## src/rtl/rfe_pkg.sv

```systemverilog
package rfe_pkg;
  typedef enum logic [1:0] {
    WB_NONE       = 2'd0,
    WB_WRITEBACK  = 2'd1,
    WB_INVALIDATE = 2'd2,
    WB_FLUSH      = 2'd3
  } wb_cmd_e;

  typedef enum logic [1:0] {
    ST_IDLE,
    ST_WALK,
    ST_FLUSH,
    ST_NOTE
  } walk_state_e;
endpackage

```

## src/rtl/rfe_range.sv

```systemverilog
module rfe_range #(
  parameter int ADDR_W  = 32,
  parameter int SIZE_W  = 14,
  parameter int LINE_LG = 6
) (
  input  logic [ADDR_W-1:0] base,
  input  logic [SIZE_W-1:0] size,
  output logic [ADDR_W-1:0] first_idx,
  output logic [ADDR_W-1:0] last_idx
);
  logic [ADDR_W-1:0] size_ext;
  logic [ADDR_W-1:0] end_addr;

  always_comb begin
    size_ext  = {{(ADDR_W-SIZE_W){1'b0}}, size};
    end_addr  = base + size_ext - {{(ADDR_W-1){1'b0}}, 1'b1};
    first_idx = base >> LINE_LG;
    last_idx  = end_addr >> LINE_LG;
  end
endmodule

```

## src/rtl/rfe_walker.sv

```systemverilog
module rfe_walker
  import rfe_pkg::*;
#(
  parameter int ADDR_W = 32
) (
  input  logic              clk,
  input  logic              rst,
  input  logic              start,
  input  logic [ADDR_W-1:0] first_idx,
  input  logic [ADDR_W-1:0] last_idx,
  input  logic              wb_full,
  input  logic              lk_hit,
  output logic              busy,
  output logic              lk_valid,
  output logic [ADDR_W-1:0] lk_idx,
  output logic              lk_clr,
  output logic              flush_go,
  output logic              notify_go
);
  walk_state_e       st;
  logic [ADDR_W-1:0] cur_q;
  logic [ADDR_W-1:0] stop_q;

  always_comb begin
    busy      = (st != ST_IDLE);
    lk_valid  = (st == ST_WALK) && !wb_full;
    lk_idx    = cur_q;
    lk_clr    = lk_valid && lk_hit;
    flush_go  = (st == ST_FLUSH) && !wb_full;
    notify_go = (st == ST_NOTE);
  end

  always_ff @(posedge clk) begin
    if (rst) begin
      st     <= ST_IDLE;
      cur_q  <= '0;
      stop_q <= '0;
    end else begin
      case (st)
        ST_IDLE: if (start) begin
          cur_q  <= first_idx;
          stop_q <= last_idx;
          st     <= ST_WALK;
        end
        ST_WALK: if (!wb_full) begin
          if (cur_q == stop_q) st <= ST_FLUSH;
          else                 cur_q <= cur_q + 1'b1;
        end
        ST_FLUSH: if (!wb_full) st <= ST_NOTE;
        default:  st <= ST_IDLE;
      endcase
    end
  end
endmodule

```

## src/rtl/rfe_wbport.sv

```systemverilog
module rfe_wbport
  import rfe_pkg::*;
#(
  parameter int ADDR_W     = 32,
  parameter int SIZE_W     = 14,
  parameter int LINE_BYTES = 64
) (
  input  logic              clk,
  input  logic              rst,
  input  logic              line_go,
  input  logic              line_dirty,
  input  logic [ADDR_W-1:0] line_idx,
  input  logic              flush_go,
  input  logic [ADDR_W-1:0] base,
  input  logic [SIZE_W-1:0] size,
  output logic              wb_valid,
  output logic [1:0]        wb_cmd,
  output logic [ADDR_W-1:0] wb_addr,
  output logic [SIZE_W-1:0] wb_size
);
  localparam int LINE_LG = $clog2(LINE_BYTES);

  always_ff @(posedge clk) begin
    if (rst) begin
      wb_valid <= 1'b0;
      wb_cmd   <= WB_NONE;
      wb_addr  <= '0;
      wb_size  <= '0;
    end else begin
      wb_valid <= line_go || flush_go;
      if (line_go) begin
        wb_cmd  <= line_dirty ? WB_WRITEBACK : WB_INVALIDATE;
        wb_addr <= line_idx << LINE_LG;
        wb_size <= SIZE_W'(LINE_BYTES);
      end else if (flush_go) begin
        wb_cmd  <= WB_FLUSH;
        wb_addr <= base;
        wb_size <= size;
      end
    end
  end
endmodule

```

## src/rtl/rfe_notify.sv

```systemverilog
module rfe_notify #(
  parameter int ADDR_W  = 32,
  parameter int SIZE_W  = 14,
  parameter bit IS_LAST = 1'b0
) (
  input  logic              clk,
  input  logic              rst,
  input  logic              notify_go,
  input  logic [ADDR_W-1:0] base,
  input  logic [SIZE_W-1:0] size,
  output logic              fwd_valid,
  output logic              cpl_valid,
  output logic [ADDR_W-1:0] out_addr,
  output logic [SIZE_W-1:0] out_size
);
  logic pulse_q;

  always_ff @(posedge clk) begin
    if (rst) begin
      pulse_q  <= 1'b0;
      out_addr <= '0;
      out_size <= '0;
    end else begin
      pulse_q <= notify_go;
      if (notify_go) begin
        out_addr <= base;
        out_size <= size;
      end
    end
  end

  generate
    if (IS_LAST) begin : g_last
      assign cpl_valid = pulse_q;
      assign fwd_valid = 1'b0;
    end else begin : g_inner
      assign fwd_valid = pulse_q;
      assign cpl_valid = 1'b0;
    end
  endgenerate
endmodule

```

## src/rtl/range_flush_engine.sv

```systemverilog
module range_flush_engine #(
  parameter int ADDR_W     = 32,
  parameter int SIZE_W     = 14,
  parameter int LINE_BYTES = 64,
  parameter bit IS_LAST    = 1'b0
) (
  input  logic              clk,
  input  logic              rst,
  input  logic              req_valid,
  input  logic [ADDR_W-1:0] req_addr,
  input  logic [SIZE_W-1:0] req_size,
  output logic              req_ready,
  output logic              lk_valid,
  output logic [ADDR_W-1:0] lk_line,
  input  logic              lk_hit,
  input  logic              lk_dirty,
  output logic              lk_clr,
  input  logic              wb_full,
  output logic              wb_valid,
  output logic [1:0]        wb_cmd,
  output logic [ADDR_W-1:0] wb_addr,
  output logic [SIZE_W-1:0] wb_size,
  output logic              fwd_valid,
  output logic              cpl_valid,
  output logic [ADDR_W-1:0] out_addr,
  output logic [SIZE_W-1:0] out_size
);
  localparam int LINE_LG = $clog2(LINE_BYTES);

  logic              busy;
  logic              start;
  logic              flush_go;
  logic              notify_go;
  logic [ADDR_W-1:0] first_idx;
  logic [ADDR_W-1:0] last_idx;
  logic [ADDR_W-1:0] base_q;
  logic [SIZE_W-1:0] size_q;

  assign req_ready = !busy;
  assign start     = req_valid && !busy;

  always_ff @(posedge clk) begin
    if (rst) begin
      base_q <= '0;
      size_q <= '0;
    end else if (start) begin
      base_q <= req_addr;
      size_q <= req_size;
    end
  end

  rfe_range #(.ADDR_W(ADDR_W), .SIZE_W(SIZE_W), .LINE_LG(LINE_LG)) u_range (
    .base(req_addr), .size(req_size),
    .first_idx(first_idx), .last_idx(last_idx)
  );

  rfe_walker #(.ADDR_W(ADDR_W)) u_walker (
    .clk(clk), .rst(rst), .start(start),
    .first_idx(first_idx), .last_idx(last_idx),
    .wb_full(wb_full), .lk_hit(lk_hit),
    .busy(busy), .lk_valid(lk_valid), .lk_idx(lk_line), .lk_clr(lk_clr),
    .flush_go(flush_go), .notify_go(notify_go)
  );

  rfe_wbport #(.ADDR_W(ADDR_W), .SIZE_W(SIZE_W), .LINE_BYTES(LINE_BYTES)) u_wbport (
    .clk(clk), .rst(rst),
    .line_go(lk_clr), .line_dirty(lk_dirty), .line_idx(lk_line),
    .flush_go(flush_go), .base(base_q), .size(size_q),
    .wb_valid(wb_valid), .wb_cmd(wb_cmd), .wb_addr(wb_addr), .wb_size(wb_size)
  );

  rfe_notify #(.ADDR_W(ADDR_W), .SIZE_W(SIZE_W), .IS_LAST(IS_LAST)) u_notify (
    .clk(clk), .rst(rst), .notify_go(notify_go),
    .base(base_q), .size(size_q),
    .fwd_valid(fwd_valid), .cpl_valid(cpl_valid),
    .out_addr(out_addr), .out_size(out_size)
  );
endmodule

```

## config.mk

```make
export PLATFORM = sky130hd
export DESIGN_NAME = range_flush_engine
export DESIGN_NICKNAME = d
export VERILOG_FILES = /design/src/rtl/rfe_pkg.sv /design/src/rtl/rfe_range.sv /design/src/rtl/rfe_walker.sv /design/src/rtl/rfe_wbport.sv /design/src/rtl/rfe_notify.sv /design/src/rtl/range_flush_engine.sv
export SDC_FILE = /design/constraint.sdc
export NUM_CORES = 1
export LEC_CHECK = 0
export BUFFER_PORTS_ARGS = -buffer_cell sky130_fd_sc_hd__buf_2
export CAP_MARGIN = 20
export CORE_AREA = 5 5 136 164
export CTS_CLUSTER_SIZE = 8
export DETAILED_ROUTE_END_ITERATION = 12
export DIE_AREA = 0 0 141 169
export PLACE_DENSITY = 0.72
export SYNTH_ARGS = -nofsm -noshare
export SYNTH_HDL_FRONTEND = slang
export SYNTH_SLANG_ARGS = --single-unit
```

## constraint.sdc

```tcl
create_clock -name clk -period 2.9 [get_ports clk]
set_input_delay 0.145 -clock clk [delete_from_list [all_inputs] [get_ports clk]]
set_output_delay 0.145 -clock clk [all_outputs]
set_load 0.05 [all_outputs]
```

# == Word-level counts from Yosys, hierarchy flattened ==
# Index checks and enable logic that the tools add are counted.
# word_totals
inputBits,52
out_inout_bits,132
wordCells,57
register_bits,202
# op_classes
n_reduce_logical,15
n_mux,16
addsub,3
n_eq_ne,9
# ops
cell,count
2-to-1 mux 32 bit,5
case mux 32 bit (2 select lines),1
"adder 32 x 1 -> 32 bit, second input constant",1
adder 32 x 14 -> 32 bit,1
equality test 32 x 26 -> 1 bit,1
"subtractor 32 x 1 -> 32 bit, second input constant",1
2-to-1 mux 2 bit,7
2-to-1 mux 7 bit,2
"!= test 2 bit, second input constant",5
AND reduction 4 bit,2
case mux 2 bit (3 select lines),1
nonzero test 2 bit,3
"equality test 2 bit, second input constant",2
logical AND 1 bit,4
"equality test 2 x 1 -> 1 bit, second input constant",1
logical NOT 1 bit,2
logical NOT 2 bit,1
AND reduction 2 bit,1
OR reduction 2 bit,1
logical OR 1 bit,1

# == Logic depth before layout (Yosys ltp) ==
# Gate-level depths: netlist (run 1).
# depth
depth_word,5
depth_mapped,13
depth_no_buf,13

# == Modules after synthesis ==
# A second synthesis (run 1) with hierarchy kept.
# hier_totals
hier_cells,1373
hier_area_um2,12155.4
# by_module_without_submodules
mod,n_inst,area_per_inst_um2,seq_area_each_um2,cells_per_inst
rfe_walker,1,3917.5,1321.3,506
range_flush_engine,1,2275.9,920.9,211
rfe_wbport,1,2174.6,980.9,192
rfe_range,1,2110.8,0.0,312
rfe_notify,1,1676.6,940.9,152

# == Least setup slack after synthesis (run 1) ==
# No wires, ideal clock.
# synth_path
path_kind,register to register
start,"register u_walker.cur_q[1], in the netlist u_walker.lk_idx[1]"
end,"register u_walker.cur_q[28], in the netlist u_walker.lk_idx[28]"
synth_period_minus_slack_ns,2.794
setup_time_ns,0.071
path_slack_ns,0.106
path_stages_with_launch,11
n_path_buf,1
required_time_ns,2.829
t_arrival_ns,2.723
cell_sequence,dfxtp_1 ha_1 nand3_1 or2_1 buf_2 nor3_4 nand4_2 nor2_2 nand3_1 or3_1 a21oi_1
# synth_between
elab_chain_cells,4
word_cells_on_any_way,7
cone_classes,add/sub (1); eq/ne (2); mux (3); reduce/logical (1)
# synth_rtl
element,line,rtl
"start, declared",rfe_walker.sv:21,logic [ADDR_W-1:0] cur_q;
"start signal, assigned",rfe_walker.sv:41,cur_q <= first_idx;
"start signal, assigned",rfe_walker.sv:47,else cur_q <= cur_q + 1'b1;
adder 32 x 1 -> 32 bit,rfe_walker.sv:47,
2-to-1 mux 32 bit,rfe_walker.sv:46,if (cur_q == stop_q) st <= ST_FLUSH;
2-to-1 mux 32 bit,rfe_walker.sv:45,ST_WALK: if (!wb_full) begin
case mux 32 bit (2 select lines),rfe_walker.sv:39,case (st)
# Parallel ways exist; a longest one is shown, timed or not. The select of a mux whose other input is x is not followed.
# A chain may end at the register's enable or synchronous reset.

# == Final worst setup path (run 1) ==
# layout_path
start,input req_size[12]
end,register u_walker.stop_q[24]
# layout_between
elab_chain_cells,2
# layout_rtl
element,line,rtl
"start, declared",range_flush_engine.sv:11,"input logic [SIZE_W-1:0] req_size,"
adder 32 x 14 -> 32 bit,rfe_range.sv:16,"end_addr = base + size_ext - {{(ADDR_W-1){1'b0}}, 1'b1};"
subtractor 32 x 1 -> 32 bit,rfe_range.sv:16,
"end signal, assigned",rfe_walker.sv:42,stop_q <= last_idx;
"end, declared",rfe_walker.sv:22,logic [ADDR_W-1:0] stop_q;
# Every way passes these cells.

==> flow_summary.json, run 1 <==
{
  "yosys_register_bits": 202,
  "synthFlopType": "dfxtp_1",
  "period_minus_slack_ns": 2.83,
  "status": "finished, final reports clean",
  "critPathLaunch": "req_size[12]",
  "postRouteAntennaNets": 0,
  "diodes": 0,
  "power_mw": 11.0,
  "final_cell_mix": "nand2_1, dfxtp_1, buf_2, nor2_1, a21oi_1",
  "r2r_start": "u_walker.lk_idx[26]$_SDFFE_PP0P_",
  "yosysTopAreaCellShare": 0.402,
  "hp-start": "req_addr[6]",
  "grt_pass1_wl_um": 50000,
  "num_io_pins": 184,
  "rsz0062_at_grt": "true",
  "synthesis.nets": 1379,
  "grt_max_degree": 87,
  "area.growth.synth_to_final_pct": 28.9,
  "clock.fmax_ghz": 0.354,
  "critPathLaunchType": "input pin",
  "grt_pass1_vias": 9893,
  "p_sw_frac": 0.411,
  "wire_per_inst_um": 17.2,
  "dp_slack_ns": -0.0690,
  "die_h_um": 169,
  "cts-buffers-inserted": 29,
  "comb_power_share": 0.409,
  "final_common_cell": "nand2_1",
  "stdcell_count": 1805,
  "antenna_found_initial": 2,
  "die_x_um": 141,
  "tightest_slew_ns": 0.960,
  "syn_avg_cell_area_um2": 7.85,
  "nFillCells": 1807,
  "io_buffer_count": 182,
  "yosysTopAreaCell": "dfxtp_1",
  "timing.final.ws_setup_ns": 0.0732,
  "clock_path_buffers": 3,
  "clock-sinks": 202,
  "clk_pin_slew_ns": 0.05,
  "slew_viol_final": 0,
  "syn_area_um2": 10000,
  "internal-power_mw": 6.50,
  "max_slew_margin": 0.360,
  "timing.hold.ws_ns": 0.0168,
  "core-area_um2": 20600,
  "p_leak_nw": 5.68,
  "dieArea_um2": 23800,
  "grt_overflow": 0,
  "synthTopCellsByArea": "dfxtp_1, nand2_1, a21oi_1",
  "grt.total_usage": 0.252,
  "fin_area_um2": 13000,
  "hold_viol": 0,
  "dr.pass1.iters": 7,
  "period_share": 0.975,
  "ys_seq_area_frac": 0.402,
  "async_flop_share": 0,
  "cp_max_fo": 4,
  "synthCells": 1280,
  "finClkSkew_ns": 0.0161,
  "synth_edf_count": 0,
  "vias": 9931,
  "worstPathArrival_ns": 3.24,
  "crit_required_ns": 3.31,
  "postCtsSetupBuffers": 0,
  "cts_tree": "done",
  "place.gp.congestion": 0.914,
  "hold_class": "in2reg",
  "cts-root-buf": "clkbuf_16",
  "num-nets-final": 1634,
  "h-tree-depth": 1,
  "critPathKind": "in2reg",
  "viasPerCell": 5.50,
  "drt-total-wl_um": 31100,
  "worstSetupEndpointType": "register",
  "drc": 0,
  "std_cell_rows": 58,
  "dpl.cell_count": 1719,
  "vdd_drop_max_uv": 577,
  "cellPowerDensity_nw_per_um2": 852,
  "yosysUniqueCellTypes": 66,
  "cap_viol_max_count": 0,
  "setup-violations-final": 0,
  "seqPwrFrac": 0.328,
  "clock_latency_ns": 0.53,
  "drive_gt1_frac": 0.212,
  "fin_tns_setup_ns": 0,
  "yosysWarnings": 0,
  "drt_iter0_drc": 601,
  "p_switching_mw": 4.53,
  "initial_core_util": 0.488,
  "hpwl_um": 21500,
  "place_area_um2": 11600,
  "postLayoutCoreUtil": 0.628,
  "power.share.clock": 0.263
}
-- cells by family (layout without fill, tap and decap cells) --
| group | count (synthesis) | count (layout) | share of synthesized area |
|---|---|---|---|
| simple gates | 496 | 496 | 0.211 |
| compound gates | 265 | 265 | 0.168 |
| flops | 202 | 202 | 0.402 |
| buf+inv | 166 | 421 | 0.0635 |
| mux | 56 | 56 | 0.0558 |
| fa+ha+maj | 47 | 47 | 0.0585 |
| xor+xnor | 47 | 47 | 0.0410 |
| other cells | 1 | 1 | 0.000373 |
-- area by class of cell --
class	count	area, µm²	share of cell area
clock buffers	29	726	0.0560
clock inverters	2	17.5	0.00135
inverters	85	319	0.0246
multi-input cells	912	5480	0.423
flip-flops and latches	202	4040	0.312
well taps	270	338	0.0261
repair buffers	305	2030	0.156
-- sequential cells by signal, summed over array words and instances (netlist names), 2 cells and up --
| name | count |
|---|---|
| base_q | 32 |
| u_walker.stop_q | 26 |
| u_notify.out_size | 14 |
| size_q | 14 |
| u_wbport.wb_cmd | 2 |
| u_wbport.wb_addr | 32 |
| u_walker.lk_idx | 32 |
| u_wbport.wb_size | 14 |
| u_notify.out_addr | 32 |
| u_walker.st | 2 |
-- power groups by stage --
| stage | clock, mW | combinational, mW | sequential [mW] |
|---|---|---|---|
| global placement | 0 | 4.27 | 3.65 |
| detailed placement | 0 | 4.35 | 3.66 |
| CTS | 2.95 | 4.45 | 3.61 |
| global route | 3.07 | 4.86 | 3.67 |
| floorplan | 0 | 2.27 | 4.33 |
| finish | 2.90 | 4.51 | 3.62 |
-- path summary, 6_finish.rpt --
check | to | slack (ns) | cells past startpoint
setup reg to reg | u_walker.lk_idx[22]$_SDFFE_PP0P_ | 0.19 | 9
setup / recovery | u_walker.stop_q[24]$_SDFFE_PP0P_ | 0.07 | 14
hold / removal | base_q[6]$_SDFFE_PP0P_ | 0.02 | 4
hold reg to reg | u_wbport.wb_size[0]$_SDFFE_PP0P_ | 0.45 | 2
-- cell usage after synthesis (4+ instances only) --
cell       instances
nand2_1          264
dfxtp_1          202
nor2_1           136
a21oi_1          129
inv_1             85
mux2i_1           56
clkbuf_1          55
ha_1              47
xnor2_1           37
o21ai_0           33
a311oi_1          32
nand3_1           17
buf_1             16
nand4_1           14
nor3_1            13
a21o_1            11
nor2b_1           10
xor2_1            10
a211oi_1           9
buf_2              7
nand2b_1           6
and3_1             5
o21bai_1           5
o22ai_1            5
a2111oi_0          4
a31oi_1            4
o211ai_1           4
o21a_1             4
or3_1              4
-- per-layer routing --
metal	part of all wire	track usage
met4	0.023	0.0742
met3	0.072	0.0455
met1	0.40	0.306
met5	0.00090	0
met2	0.50	0.454
-- worst max-delay path: stages --
cell	delay, ns
dlygate4sd3_1	0.53
buf_2	0.14
inv_1	0.05
ha_1	0.13
inv_1	0.05
ha_1	0.34
a21oi_2	0.17
o221ai_2	0.11
or4_4	0.44
a31oi_4	0.26
o21ai_1	0.21
a31o_2	0.28
o21a_1	0.17
a32o_1	0.21
-- timing repair --
item,in CTS,in global routing
endpoints found under the setup margin,0,11
hold endpoints to repair,65,0
hold buffers,55,0
gates resized for setup,0,17
Power figures use the tool's default switching activity.
==> inputs of run 2 (changes only) <==
RECOVER_POWER = 100   (was not set)
==> run 2 against run 1 <==
Compared with the run above:
- the flow now finishes with violations (capacitance limit, slew limit)
- total power shrank 0.83%
- global-route usage is the same
- critical path depth did not move
- clock skew barely moved
- via count fell by 0.29%
- maximum frequency barely moved
- largest cell class unchanged
- largest power group unchanged
==> flow_summary.json, run 2 (synthesis results as in run 1) <==
{
  "r2r-end": "u_notify.out_addr[26]$_SDFFE_PP0P_",
  "place.gp.congestion": 0.914,
  "period_share": 0.975,
  "grt.total_usage": 0.252,
  "grt_pass1_vias": 9893,
  "die_x_um": 141,
  "fin_area_um2": 12700,
  "p_leak_nw": 5.11,
  "max_slew_margin": -0.0629,
  "critical_path.cell_chain": "dlygate4sd3_1, buf_2, inv_1, ha_1, inv_1, ha_1, a21oi_2, o221ai_2, or4_4, a31oi_4, o21ai_1, a31o_2, o21a_1, a32o_1",
  "crit_required_ns": 3.31,
  "cap_viol_max_count": 1,
  "cp_slowest_cell": "dlygate4sd3_1",
  "setup-violations-final": 0,
  "dr.pass1.iters": 6,
  "stdcell_count": 1805,
  "reg2reg_slack_ns": 0.17,
  "slew_viol_final": 25,
  "rsz0062_at_grt": "true",
  "drc": 0,
  "timing.final.ws_setup_ns": 0.0713,
  "num_io_pins": 184,
  "hold_class": "in2reg",
  "postRouteAntennaNets": 0,
  "dp_slack_ns": -0.0690,
  "critPathLaunchType": "input pin",
  "postCtsSetupBuffers": 0,
  "grt_max_degree": 87,
  "drt-total-wl_um": 31100,
  "io_buffer_count": 182,
  "cp_max_fo": 4,
  "worstSetupEndpointType": "register",
  "clock_path_buffers": 3,
  "antenna_found_initial": 2,
  "reg2reg_depth": 4,
  "timing.hold.ws_ns": 0.0191,
  "clock_latency_ns": 0.53,
  "grt_overflow": 0,
  "final_common_cell": "nand2_1",
  "initial_core_util": 0.488,
  "hold_viol": 0,
  "r2r_start": "u_walker.st[0]$_SDFFE_PP0P_",
  "cts-buffers-inserted": 29,
  "diodes": 0,
  "grt_pass1_wl_um": 50000,
  "vias": 9902,
  "num-nets-final": 1634,
  "grt.met1_usage": 0.306,
  "wire_per_inst_um": 17.2,
  "dieArea_um2": 23800,
  "use_met3": 0.0455,
  "clock.fmax_ghz": 0.354,
  "area.growth.synth_to_final_pct": 26.8,
  "top_usage_layer": "met2",
  "period_minus_slack_ns": 2.83,
  "finClkSkew_ns": 0.0157,
  "holdPathEnd": "base_q[6]$_SDFFE_PP0P_",
  "clk_pin_slew_ns": 0.05,
  "drt_iter0_drc": 597,
  "min_path_cells": 4,
  "status": "finished, violations left",
  "h-tree-depth": 1,
  "place_area_um2": 11600,
  "cpPeakStageDelay_ns": 0.53,
  "cts-root-buf": "clkbuf_16",
  "core-area_um2": 20600,
  "fin_tns_setup_ns": 0,
  "dpl.cell_count": 1719,
  "cellPowerDensity_nw_per_um2": 859,
  "hpwl_um": 21500,
  "critPathKind": "in2reg",
  "std_cell_rows": 58,
  "die_h_um": 169,
  "vdd_drop_max_uv": 574,
  "clock-sinks": 202,
  "final_cell_mix": "nand2_1, dfxtp_1, nor2_1, clkbuf_1, a21oi_1",
  "power_mw": 10.9,
  "tightest_slew_ns": 1.59,
  "violations": "capacitance limit, slew limit",
  "viasPerCell": 5.49,
  "cts_tree": "done",
  "met2_usage": 0.454,
  "worstPathArrival_ns": 3.24,
  "drive_gt1_frac": 0.121,
  "postLayoutCoreUtil": 0.618,
  "hp-start": "req_addr[6]"
}
run 2: report_power, final:
group          switching, mW  total (mW)  internal (mW)
combinational           2.97        4.42           1.45
sequential             0.394        3.62           3.23
clock                   1.16        2.90           1.74
run 2: layout make-up:
class                      count  area, µm²
clock buffer                  29        726
clock inverter                 2       17.5
fill                        1892       7870
inverter                      85        319
multi-input combinational    912       5460
sequential                   202       4040
tap                          270        338
timing repair buffer         305       1830
run 2: worst max path at each step:
stage | endpoint | slack, ns | from
6_report | u_walker.stop_q[24]$_SDFFE_PP0P_ | 0.07 | req_size[12]
5_1_grt | u_walker.stop_q[24]$_SDFFE_PP0P_ | -0.06 | req_size[12]
4_1_cts | u_walker.stop_q[18]$_SDFFE_PP0P_ | 0.02 | req_addr[8]
3_5_place_dp | u_walker.stop_q[23]$_SDFFE_PP0P_ | -0.07 | req_addr[13]
3_3_place_gp | u_walker.stop_q[24]$_SDFFE_PP0P_ | 0.008 | req_addr[9]
2_1_floorplan | u_walker.lk_idx[28]$_SDFFE_PP0P_ | 0.11 | u_walker.lk_idx[1]$_SDFFE_PP0P_
run 2: critical path, delay by kind of cell:
family / cells / cell delay (ns)
buffers and inverters: 4 / 0.77
and+or+nand+nor: 1 / 0.44
adders and majority gates: 2 / 0.47
AOI/OAI and AO/OA: 7 / 1.42
run 2: metal layers:
layer  vias up  wire length (µm)
li1       4799                 -
met1      4619             12500
met2       413             15600
met3        67              2260
met4         4               744
met5         -                27
run 2: timing repair:
item	CTS	global route
resized for setup	0	17
hold buffers	55	0
hold endpoints to repair	65	0
setup endpoints to repair	0	11
==> inputs of run 3 (changes only) <==
PLACE_DENSITY = 0.69   (was 0.72)
clock period = 3.4 ns   (was 2.9 ns; I/O delays follow)
==> run 3 against run 2 <==
Compared with the run above:
- clock skew is 0.0046 ns lower
- non-clock buffer count shrank 53
- final cell count fell by 2.9%
- worst setup slack improved by 0.14 ns
- via count is 4.6% lower
- design area shrank 4.4%
- the run still ends with capacitance limit, slew limit left
- largest cell class unchanged
- combinational power fell by 23%
- routed wire length down 6.1%
- critical path depth is the same
- utilization shrank 2.7 points
- sequential share of layout area increased by 1.4 points
- die area did not move
==> flow_summary.json, run 3 (synthesis results as in run 1) <==
{
  "grt_max_degree": 75,
  "max_slew_margin": -0.182,
  "power_mw": 9.05,
  "place.gp.congestion": 0.910,
  "clock.fmax_ghz": 0.313,
  "die_h_um": 169,
  "drc": 0,
  "critPathKind": "in2reg",
  "postLayoutCoreUtil": 0.591,
  "clock-sinks": 202,
  "die_x_um": 141,
  "dieArea_um2": 23800,
  "timing.hold.ws_ns": 0.124,
  "cts-buffers-inserted": 29,
  "dr.pass1.iters": 5,
  "postRouteAntennaNets": 0,
  "cellPowerDensity_nw_per_um2": 743,
  "critPathLaunchType": "input pin",
  "grt_pass1_vias": 9116,
  "core-area_um2": 20600,
  "p_switching_mw": 3.77,
  "p_leak_nw": 4.77,
  "grt_pass1_wl_um": 46800,
  "slew_viol_final": 123,
  "seqPwrFrac": 0.348,
  "fin_tns_setup_ns": 0,
  "num-nets-final": 1581,
  "area.growth.synth_to_final_pct": 21.2,
  "clock_path_buffers": 3,
  "power.share.clock": 0.275,
  "cp_max_fo": 6,
  "viasPerCell": 5.39,
  "tightest_slew_ns": 1.77,
  "final_common_cell": "nand2_1",
  "hpwl_um": 19800,
  "p_sw_frac": 0.417,
  "vdd_drop_max_uv": 537,
  "period_minus_slack_ns": 3.19,
  "grt.total_usage": 0.237,
  "hold_viol": 0,
  "cap_viol_max_count": 2,
  "h-tree-depth": 1,
  "diodes": 0,
  "nFillCells": 1987,
  "cts_tree": "done",
  "drive_gt1_frac": 0.0857,
  "hold_class": "in2reg",
  "final_cell_mix": "nand2_1, dfxtp_1, nor2_1, clkbuf_1, a21oi_1",
  "drt-total-wl_um": 29200,
  "cts-root-buf": "clkbuf_16",
  "internal-power_mw": 5.28,
  "setup-violations-final": 0,
  "comb_power_share": 0.377,
  "wire_per_inst_um": 16.7,
  "num_io_pins": 184,
  "io_buffer_count": 182,
  "antenna_found_initial": 0,
  "finClkSkew_ns": 0.0111,
  "std_cell_rows": 58,
  "multi_input_area_um2": 5370,
  "initial_core_util": 0.488,
  "worstSetupEndpointType": "register",
  "regArea_um2": 4040,
  "drt_iter0_drc": 554,
  "worstPathArrival_ns": 3.63,
  "vias": 9448,
  "clock_latency_ns": 0.54,
  "rsz0062_at_grt": "false",
  "violations": "capacitance limit, slew limit",
  "status": "finished, violations left",
  "crit_required_ns": 3.83,
  "period_share": 0.939,
  "clk_pin_slew_ns": 0.06,
  "grt_overflow": 0
}
run 3: changes by cell type in the layout (fill, tap and decap cells not counted), sizes merged:
cell	change
buf	-50
dlygate4sd3	-7
clkbuf	+4
run 3: final timing paths:
check / slack, ns / startpoint / cells past startpoint / end
setup / recovery: 0.21 / req_addr[9] / 14 / u_walker.stop_q[24]$_SDFFE_PP0P_
hold / removal: 0.12 / wb_full / 3 / u_walker.st[0]$_SDFFE_PP0P_
setup reg to reg: 0.34 / u_walker.lk_idx[26]$_SDFFE_PP0P_ / 8 / u_walker.lk_idx[9]$_SDFFE_PP0P_
hold reg to reg: 0.45 / u_wbport.wb_size[0]$_SDFFE_PP0P_ / 2 / u_wbport.wb_size[0]$_SDFFE_PP0P_
run 3: routing by layer:
metal	track usage	share of wire
met5	0	0
met4	0.0716	0.025
met3	0.0336	0.055
met2	0.417	0.49
met1	0.300	0.43
run 3: timing repair:
item | CTS | global route
setup buffers | 0 | 0
gates resized for setup | 0 | 1
setup endpoints to repair | 0 | 3
hold endpoints to repair | 52 | 0
hold buffers | 48 | 0
run 3: power by group through the flow:
stage / sequential [mW] / combinational, mW / clock [mW]
after global routing: 3.20 / 3.71 / 2.66
after CTS: 3.15 / 3.52 / 2.55
after floorplan: 3.70 / 1.94 / 0
after global placement: 3.19 / 3.41 / 0
final: 3.15 / 3.41 / 2.49
after detailed placement: 3.19 / 3.45 / 0
run 3: critical path, cell delays in order:
cell and delay, ns:
dlygate4sd3_1 0.52, clkbuf_2 0.13, inv_1 0.05, ha_1 0.27, inv_1 0.04, ha_1 0.39
a21oi_2 0.20, o221ai_1 0.17, or4_4 0.46, a31oi_4 0.26, o21ai_0 0.28, a31o_2 0.32
o21a_1 0.17, a32o_1 0.20
run 3: cell type report:
class | instances | share of cell area
Multi-Input combinational cell | 912 | 0.440
Tap cell | 270 | 0.0277
Clock inverter | 2 | 0.00236
Clock buffer | 29 | 0.0596
Timing Repair Buffer | 252 | 0.112
Inverter | 85 | 0.0262
Sequential cell | 202 | 0.332
run 3: stage by stage:
stage	setup WS, ns	cells	area, µm²
6_report	0.207	1752	12200
5_1_grt	0.0164	1752	12200
4_1_cts	0.184	1752	12400
3_5_place_dp	0.193	1673	11200
3_3_place_gp	0.327	1673	11200
2_1_floorplan	0.606	1280	10000
